## src/rtl/cfgp_pkg.sv

```systemverilog
package cfgp_pkg;
  localparam int ADDR_W    = 8;
  localparam int DATA_W    = 8;
  localparam int SRST_BIT  = 7;
  localparam int RDOUT_BIT = 0;

  function automatic logic [DATA_W-1:0] reg_default(input int k);
    return (k == 0) ? '0 : DATA_W'(k * 17);
  endfunction
endpackage

```

## src/rtl/cfgp_sync.sv

```systemverilog
module cfgp_sync #(
  parameter int N = 3,
  parameter logic [N-1:0] RST_VAL = '0
) (
  input  logic         clk,
  input  logic         rst,
  input  logic [N-1:0] d,
  output logic [N-1:0] q
);
  for (genvar i = 0; i < N; i++) begin : g_bit
    logic s1, s2;
    always_ff @(posedge clk or posedge rst) begin
      if (rst) begin
        s1 <= RST_VAL[i];
        s2 <= RST_VAL[i];
      end else begin
        s1 <= d[i];
        s2 <= s1;
      end
    end
    assign q[i] = s2;
  end
endmodule

```

## src/rtl/cfgp_shifter.sv

```systemverilog
module cfgp_shifter
  import cfgp_pkg::*;
#(
  parameter int WORD_BITS = ADDR_W + DATA_W
) (
  input  logic              clk,
  input  logic              rst,
  input  logic              sen_s,
  input  logic              sclk_s,
  input  logic              sdata_s,
  output logic              bit_stb,
  output logic              addr_stb,
  output logic [ADDR_W-1:0] addr_now,
  output logic              word_stb,
  output logic [ADDR_W-1:0] word_addr,
  output logic [DATA_W-1:0] word_data,
  output logic              data_phase
);
  localparam int CW   = $clog2(WORD_BITS);
  localparam int LAST = WORD_BITS - 1;

  logic                 sclk_d;
  logic [CW-1:0]        cnt;
  logic [WORD_BITS-2:0] sh;
  logic [WORD_BITS-1:0] next_word;

  always_ff @(posedge clk or posedge rst) begin
    if (rst) sclk_d <= 1'b0;
    else     sclk_d <= sclk_s;
  end

  assign bit_stb   = sclk_d & ~sclk_s & ~sen_s;
  assign next_word = {sh, sdata_s};

  always_ff @(posedge clk or posedge rst) begin
    if (rst) begin
      cnt <= '0;
      sh  <= '0;
    end else if (sen_s) begin
      cnt <= '0;
      sh  <= '0;
    end else if (bit_stb) begin
      sh  <= next_word[WORD_BITS-2:0];
      cnt <= (cnt == CW'(LAST)) ? '0 : cnt + 1'b1;
    end
  end

  assign addr_stb   = bit_stb && (cnt == CW'(ADDR_W - 1));
  assign addr_now   = next_word[ADDR_W-1:0];
  assign word_stb   = bit_stb && (cnt == CW'(LAST));
  assign word_addr  = next_word[WORD_BITS-1 -: ADDR_W];
  assign word_data  = next_word[DATA_W-1:0];
  assign data_phase = (cnt >= CW'(ADDR_W));

  assert_align_R4: assert property (@(posedge clk) disable iff (rst)
    $rose(sen_s) |=> (cnt == '0));
  assert_wrap_R2: assert property (@(posedge clk) disable iff (rst)
    word_stb |=> (cnt == '0) && !data_phase);
  assert_strobe_R2: assert property (@(posedge clk) disable iff (rst)
    $onehot0({addr_stb, word_stb}));
endmodule

```

## src/rtl/cfgp_regbank.sv

```systemverilog
module cfgp_regbank
  import cfgp_pkg::*;
#(
  parameter int NREG = 4
) (
  input  logic                   clk,
  input  logic                   rst,
  input  logic                   wr_stb,
  input  logic [ADDR_W-1:0]      wr_addr,
  input  logic [DATA_W-1:0]      wr_data,
  input  logic                   ld_stb,
  input  logic [ADDR_W-1:0]      ld_addr,
  input  logic                   sh_stb,
  output logic                   readout,
  output logic                   rd_bit,
  output logic [NREG*DATA_W-1:0] q_flat
);
  localparam int IW = (NREG > 1) ? $clog2(NREG) : 1;

  logic [DATA_W-1:0] q [NREG];
  logic [DATA_W-1:0] rd_shift;
  logic              wr_ok, soft_rst;

  assign readout  = q[0][RDOUT_BIT];
  assign wr_ok    = wr_stb && (wr_addr < ADDR_W'(NREG)) &&
                    (!readout || wr_addr == '0);
  assign soft_rst = wr_ok && (wr_addr == '0) && wr_data[SRST_BIT];

  for (genvar k = 0; k < NREG; k++) begin : g_reg
    localparam logic [DATA_W-1:0] KEEP =
      (k == 0) ? ~(DATA_W'(1) << SRST_BIT) : '1;
    always_ff @(posedge clk or posedge rst) begin
      if (rst)                                   q[k] <= reg_default(k);
      else if (soft_rst)                         q[k] <= reg_default(k);
      else if (wr_ok && wr_addr[IW-1:0] == IW'(k)) q[k] <= wr_data & KEEP;
    end
    assign q_flat[k*DATA_W +: DATA_W] = q[k];
  end

  always_ff @(posedge clk or posedge rst) begin
    if (rst)
      rd_shift <= '0;
    else if (ld_stb)
      rd_shift <= (ld_addr < ADDR_W'(NREG)) ? q[ld_addr[IW-1:0]] : '0;
    else if (sh_stb)
      rd_shift <= {rd_shift[DATA_W-2:0], 1'b0};
  end

  assign rd_bit = rd_shift[DATA_W-1];

  assert_softrst_R6: assert property (@(posedge clk) disable iff (rst)
    soft_rst |=> (q[NREG-1] == reg_default(NREG-1)) && !q[0][SRST_BIT]);
  assert_rd_zero_R8: assert property (@(posedge clk) disable iff (rst)
    (ld_stb && ld_addr >= ADDR_W'(NREG)) |=> (rd_shift == '0));
  assert_unmapped_R10: assert property (@(posedge clk) disable iff (rst)
    (wr_stb && wr_addr >= ADDR_W'(NREG)) |=> $stable(q_flat));
endmodule

```

## src/rtl/cfg_serial_port.sv

```systemverilog
module cfg_serial_port
  import cfgp_pkg::*;
#(
  parameter int NREG = 4
) (
  input  logic                   clk,
  input  logic                   hw_rst,
  input  logic                   sen_n,
  input  logic                   sclk,
  input  logic                   sdata,
  input  logic                   ovr_flag,
  output logic                   status_out,
  output logic [NREG*DATA_W-1:0] reg_bits
);
  logic              sen_s, sclk_s, sdata_s;
  logic              bit_stb, addr_stb, word_stb, data_phase;
  logic [ADDR_W-1:0] addr_now, word_addr;
  logic [DATA_W-1:0] word_data;
  logic              readout, rd_bit;

  cfgp_sync #(.N(3), .RST_VAL(3'b100)) i_sync (
    .clk(clk), .rst(hw_rst),
    .d({sen_n, sclk, sdata}),
    .q({sen_s, sclk_s, sdata_s})
  );

  cfgp_shifter i_shift (
    .clk(clk), .rst(hw_rst),
    .sen_s(sen_s), .sclk_s(sclk_s), .sdata_s(sdata_s),
    .bit_stb(bit_stb), .addr_stb(addr_stb), .addr_now(addr_now),
    .word_stb(word_stb), .word_addr(word_addr), .word_data(word_data),
    .data_phase(data_phase)
  );

  cfgp_regbank #(.NREG(NREG)) i_bank (
    .clk(clk), .rst(hw_rst),
    .wr_stb(word_stb), .wr_addr(word_addr), .wr_data(word_data),
    .ld_stb(addr_stb), .ld_addr(addr_now), .sh_stb(bit_stb),
    .readout(readout), .rd_bit(rd_bit), .q_flat(reg_bits)
  );

  assign status_out = readout ? (data_phase & rd_bit) : ovr_flag;

  assert_idle_R5: assert property (@(posedge clk) disable iff (hw_rst)
    sen_s |=> $stable(reg_bits));
  assert_rdgate_R9: assert property (@(posedge clk) disable iff (hw_rst)
    (word_stb && readout && word_addr != '0) |=> $stable(reg_bits));
endmodule

```

## config.mk

```make
export PLATFORM = sky130hd
export DESIGN_NAME = cfg_serial_port
export DESIGN_NICKNAME = d
export VERILOG_FILES = /design/src/rtl/cfgp_pkg.sv /design/src/rtl/cfgp_sync.sv /design/src/rtl/cfgp_shifter.sv /design/src/rtl/cfgp_regbank.sv /design/src/rtl/cfg_serial_port.sv
export SDC_FILE = /design/constraint.sdc
export NUM_CORES = 1
export LEC_CHECK = 0
export CAP_MARGIN = 40
export CORE_ASPECT_RATIO = 1.4
export CORE_UTILIZATION = 45
export CTS_CLUSTER_DIAMETER = 200
export DETAILED_ROUTE_END_ITERATION = 8
export GPL_TIMING_DRIVEN = 0
export PLACE_DENSITY = 0.81
export SYNTH_ARGS = -nofsm -noshare
export SYNTH_HDL_FRONTEND = slang
export SYNTH_SLANG_ARGS = --single-unit
```

## constraint.sdc

```tcl
create_clock -name clk -period 2.1 [get_ports clk]
set_input_delay 0.21 -clock clk [delete_from_list [all_inputs] [get_ports clk]]
set_output_delay 0.21 -clock clk [all_outputs]
set_load 0.03 [all_outputs]
```

==> out/metrics.yaml <==
hold_buffers: 0
grt_pass1_wl_um: 11300
syn-num-nets: 249
crit_path_end_kind: "flip-flop"
cts_tree: "done"
clock-sinks: 65
drv_slew: 0
diodes: 0
clk_latency_ns: 0.36
setup.worst_path.class: "reg -> reg"
whs_ns: 0.258
setup_viol: 0
setup_tns_ns: 0
grt_max_degree: 34
synth_flop_cell: "dfrtp_1"
first_pass_iters: 6
outcome: "finished, final reports clean"
core_area_um2: 6210
synth_top_area_share_pct: 47.4
via_per_inst: 5.82
cts_buffers: 9
ctsRootBufferMaster: "clkbuf_8"
antenna_found_initial: 0
synth_top_family_by_area: "simple AND/OR/NAND/NOR gates"
p_sw_uw: 619
clkPwrFrac_pct: 44.8
cap_viol_max_count: 0
grt_util_all_layers_pct: 22.2
yosys.area_share.xor_xnor_pct: 0.302
drive_above_1_share_pct: 23.0
synth_area_leader_cell: "dfrtp_1"
placed_area_um2: 3380
drt-total-wl_um: 7030
synth_compound_area_share_pct: 8.32
synth_fa_ha_area_share_pct: 0.862
design_area_um2: 3750
cts_max_level: 3
synth_edf_count: 0
clock_skew_ns: 0.00842
slew_headroom_pct: 52.7
dpl_worst_slack_ns: -0.293
drt-initial-drc-count: 101
vias: 2193
die_h_um: 97.1
muxShareOfSynthArea_pct: 14.4
num_io_pins: 39
synth_most_common_cell: "dfrtp_1"
grt_pass1_vias: 2152
dieArea_um2: 6780
p_seq_share_pct: 50.5
tightest_slew_ns: 0.709
synth-simple-area-share_pct: 16.1
fin_cells: 377
p_leak_nw: 1.70
rows: 34
yosys_warnings: 0
ys_seq_elements: 65
final_nets: 308
seq_area_frac_synth_pct: 56.4
drc: 0
synth_cell_type_count: 36
power.share.switching_pct: 23.5
critPathRequiredTime_ns: 2.35
fin_crit_ns: 2.06
clockBufferDepth: 2
ys_top_cells_by_area: "dfrtp_1, dfstp_2, mux2i_1"
layout_setup_ws_ns: 0.0438
hpwl_um: 4450
async_flop_share_pct: 100
hold_class: "in -> reg"
arrival_ns: 2.30
die_w_um: 69.9
wl_per_cell_um: 18.6
numPortBuffers: 37
p_per_area_nw_per_um2: 701
fin_crit_sh_pct: 97.9
initial_utilization_pct: 46.8
start_kind: "flip-flop"
synth_commonest_cells: "dfrtp_1, nor2_1, nand2_1"
crit_path_max_fanout: 7
syn_area_um2: 2900
ir_worst_vdd_mv: 0.471
cts.reportedPaths.clkPinSlew_ns: 0.07
utilization_pct: 60.4
totalPowerFinal_mw: 2.63
placed_cells: 351
syn2layout_area_growth_pct: 29.1
ant_nets: 0
timing.fmax_mhz: 486
p_int_mw: 2.01
p_comb_share_pct: 4.7
postSynthCellCount: 241
hold_viol: 0
grt_overflow: 0
synth.avg_cell_area_um2: 12.0
gp_congestion: 0.866
==> cells by family after synthesis <==
group | count (synthesis)
multiplexers | 33
flip-flops | 65
AO/OA/AOI/OAI | 32
AND/OR/NAND/NOR | 88
XOR/XNOR | 1
adder cells (fa/ha/maj) | 2
buffers and inverters | 19
other | 1
==> cells in the final DEF (no fill, tap or decap), types with 3 or more instances in the layout <==
cell and n:
mux2i_1 26, buf_12 3, buf_4 11, nand2_1 28, or4_1 4, mux4_2 7
a22o_1 14, nor2_1 32, clkbuf_8 9, clkbuf_1 5, a221oi_1 7, buf_6 4
dfstp_2 10, nand2_2 4, o21ai_0 10, dfrtp_1 54, inv_1 3, clkdlybuf4s50_1 36
nand3_1 4, nor4_4 3
==> timing repair <==
action                                 in CTS  in global routing
setup buffers                              10                  1
gates resized for setup                     9                  5
pin swaps                                   4                  3
gates cloned                                1                  0
endpoints found under the hold margin       0                  0
setup endpoints to repair                  34                 25
==> worst max-delay path, cell delays in order (launching register included) <==
cell	delay [ns]
dfrtp_1	0.38
or4_4	0.55
or4_4	0.57
nor2_4	0.22
buf_6	0.17
nor2_1	0.05
==> state kept, by name, indices dropped and copies added (netlist names) <==
name	count
i_sync.g_bit.s2	3
i_shift.sclk_d	1
i_sync.g_bit.s1	3
i_bank.q_flat	31
i_bank.rd_shift	8
i_shift.sh	15
i_shift.cnt	4
==> layer usage <==
layer | GRT usage [%] | share of wire, % | up-vias
met3 | 6.22 | 5.1 | 23
met2 | 34.2 | 50 | 71
met5 | 0 | 0 | -
li1 | - | - | 981
met4 | 12.2 | 3.1 | 0
met1 | 28.3 | 42 | 1118
==> final timing paths <==
check / startpoint / end / slack [ns] / cells past startpoint
max: i_shift.sh[11] / i_bank.q_flat[13] / 0.04 / 5
min: sen_n / i_sync.g_bit[2].s1 / 0.26 / 1
max reg2reg: i_shift.sh[11] / i_bank.q_flat[13] / 0.04 / 5
min reg2reg: i_sync.g_bit[1].s1 / i_sync.g_bit[1].s2 / 0.35 / 0
max in group asynchronous: hw_rst / i_sync.g_bit[2].s2 / 1.12 / 3
min in group asynchronous: hw_rst / i_bank.q_flat[20] / 0.29 / 2
==> power by group through the flow <==
stage | combinational, mW | clock, mW | sequential (mW)
CTS | 0.128 | 1.19 | 1.32
global placement | 0.117 | 0 | 1.34
finish | 0.124 | 1.18 | 1.33
detailed placement | 0.126 | 0 | 1.35
global route | 0.142 | 1.23 | 1.33
floorplan | 0.0872 | 0 | 1.34
==> layout make-up <==
type	instances	area (µm²)
Buffer	12	73.8
Fill cell	495	2460
Timing Repair Buffer	50	515
Tap cell	72	90.1
Inverter	5	18.8
Sequential cell	65	1640
Multi-Input combinational cell	157	1190
Clock inverter	7	95.1
Clock buffer	9	124
Note: power is estimated with default switching activity, not from simulation.
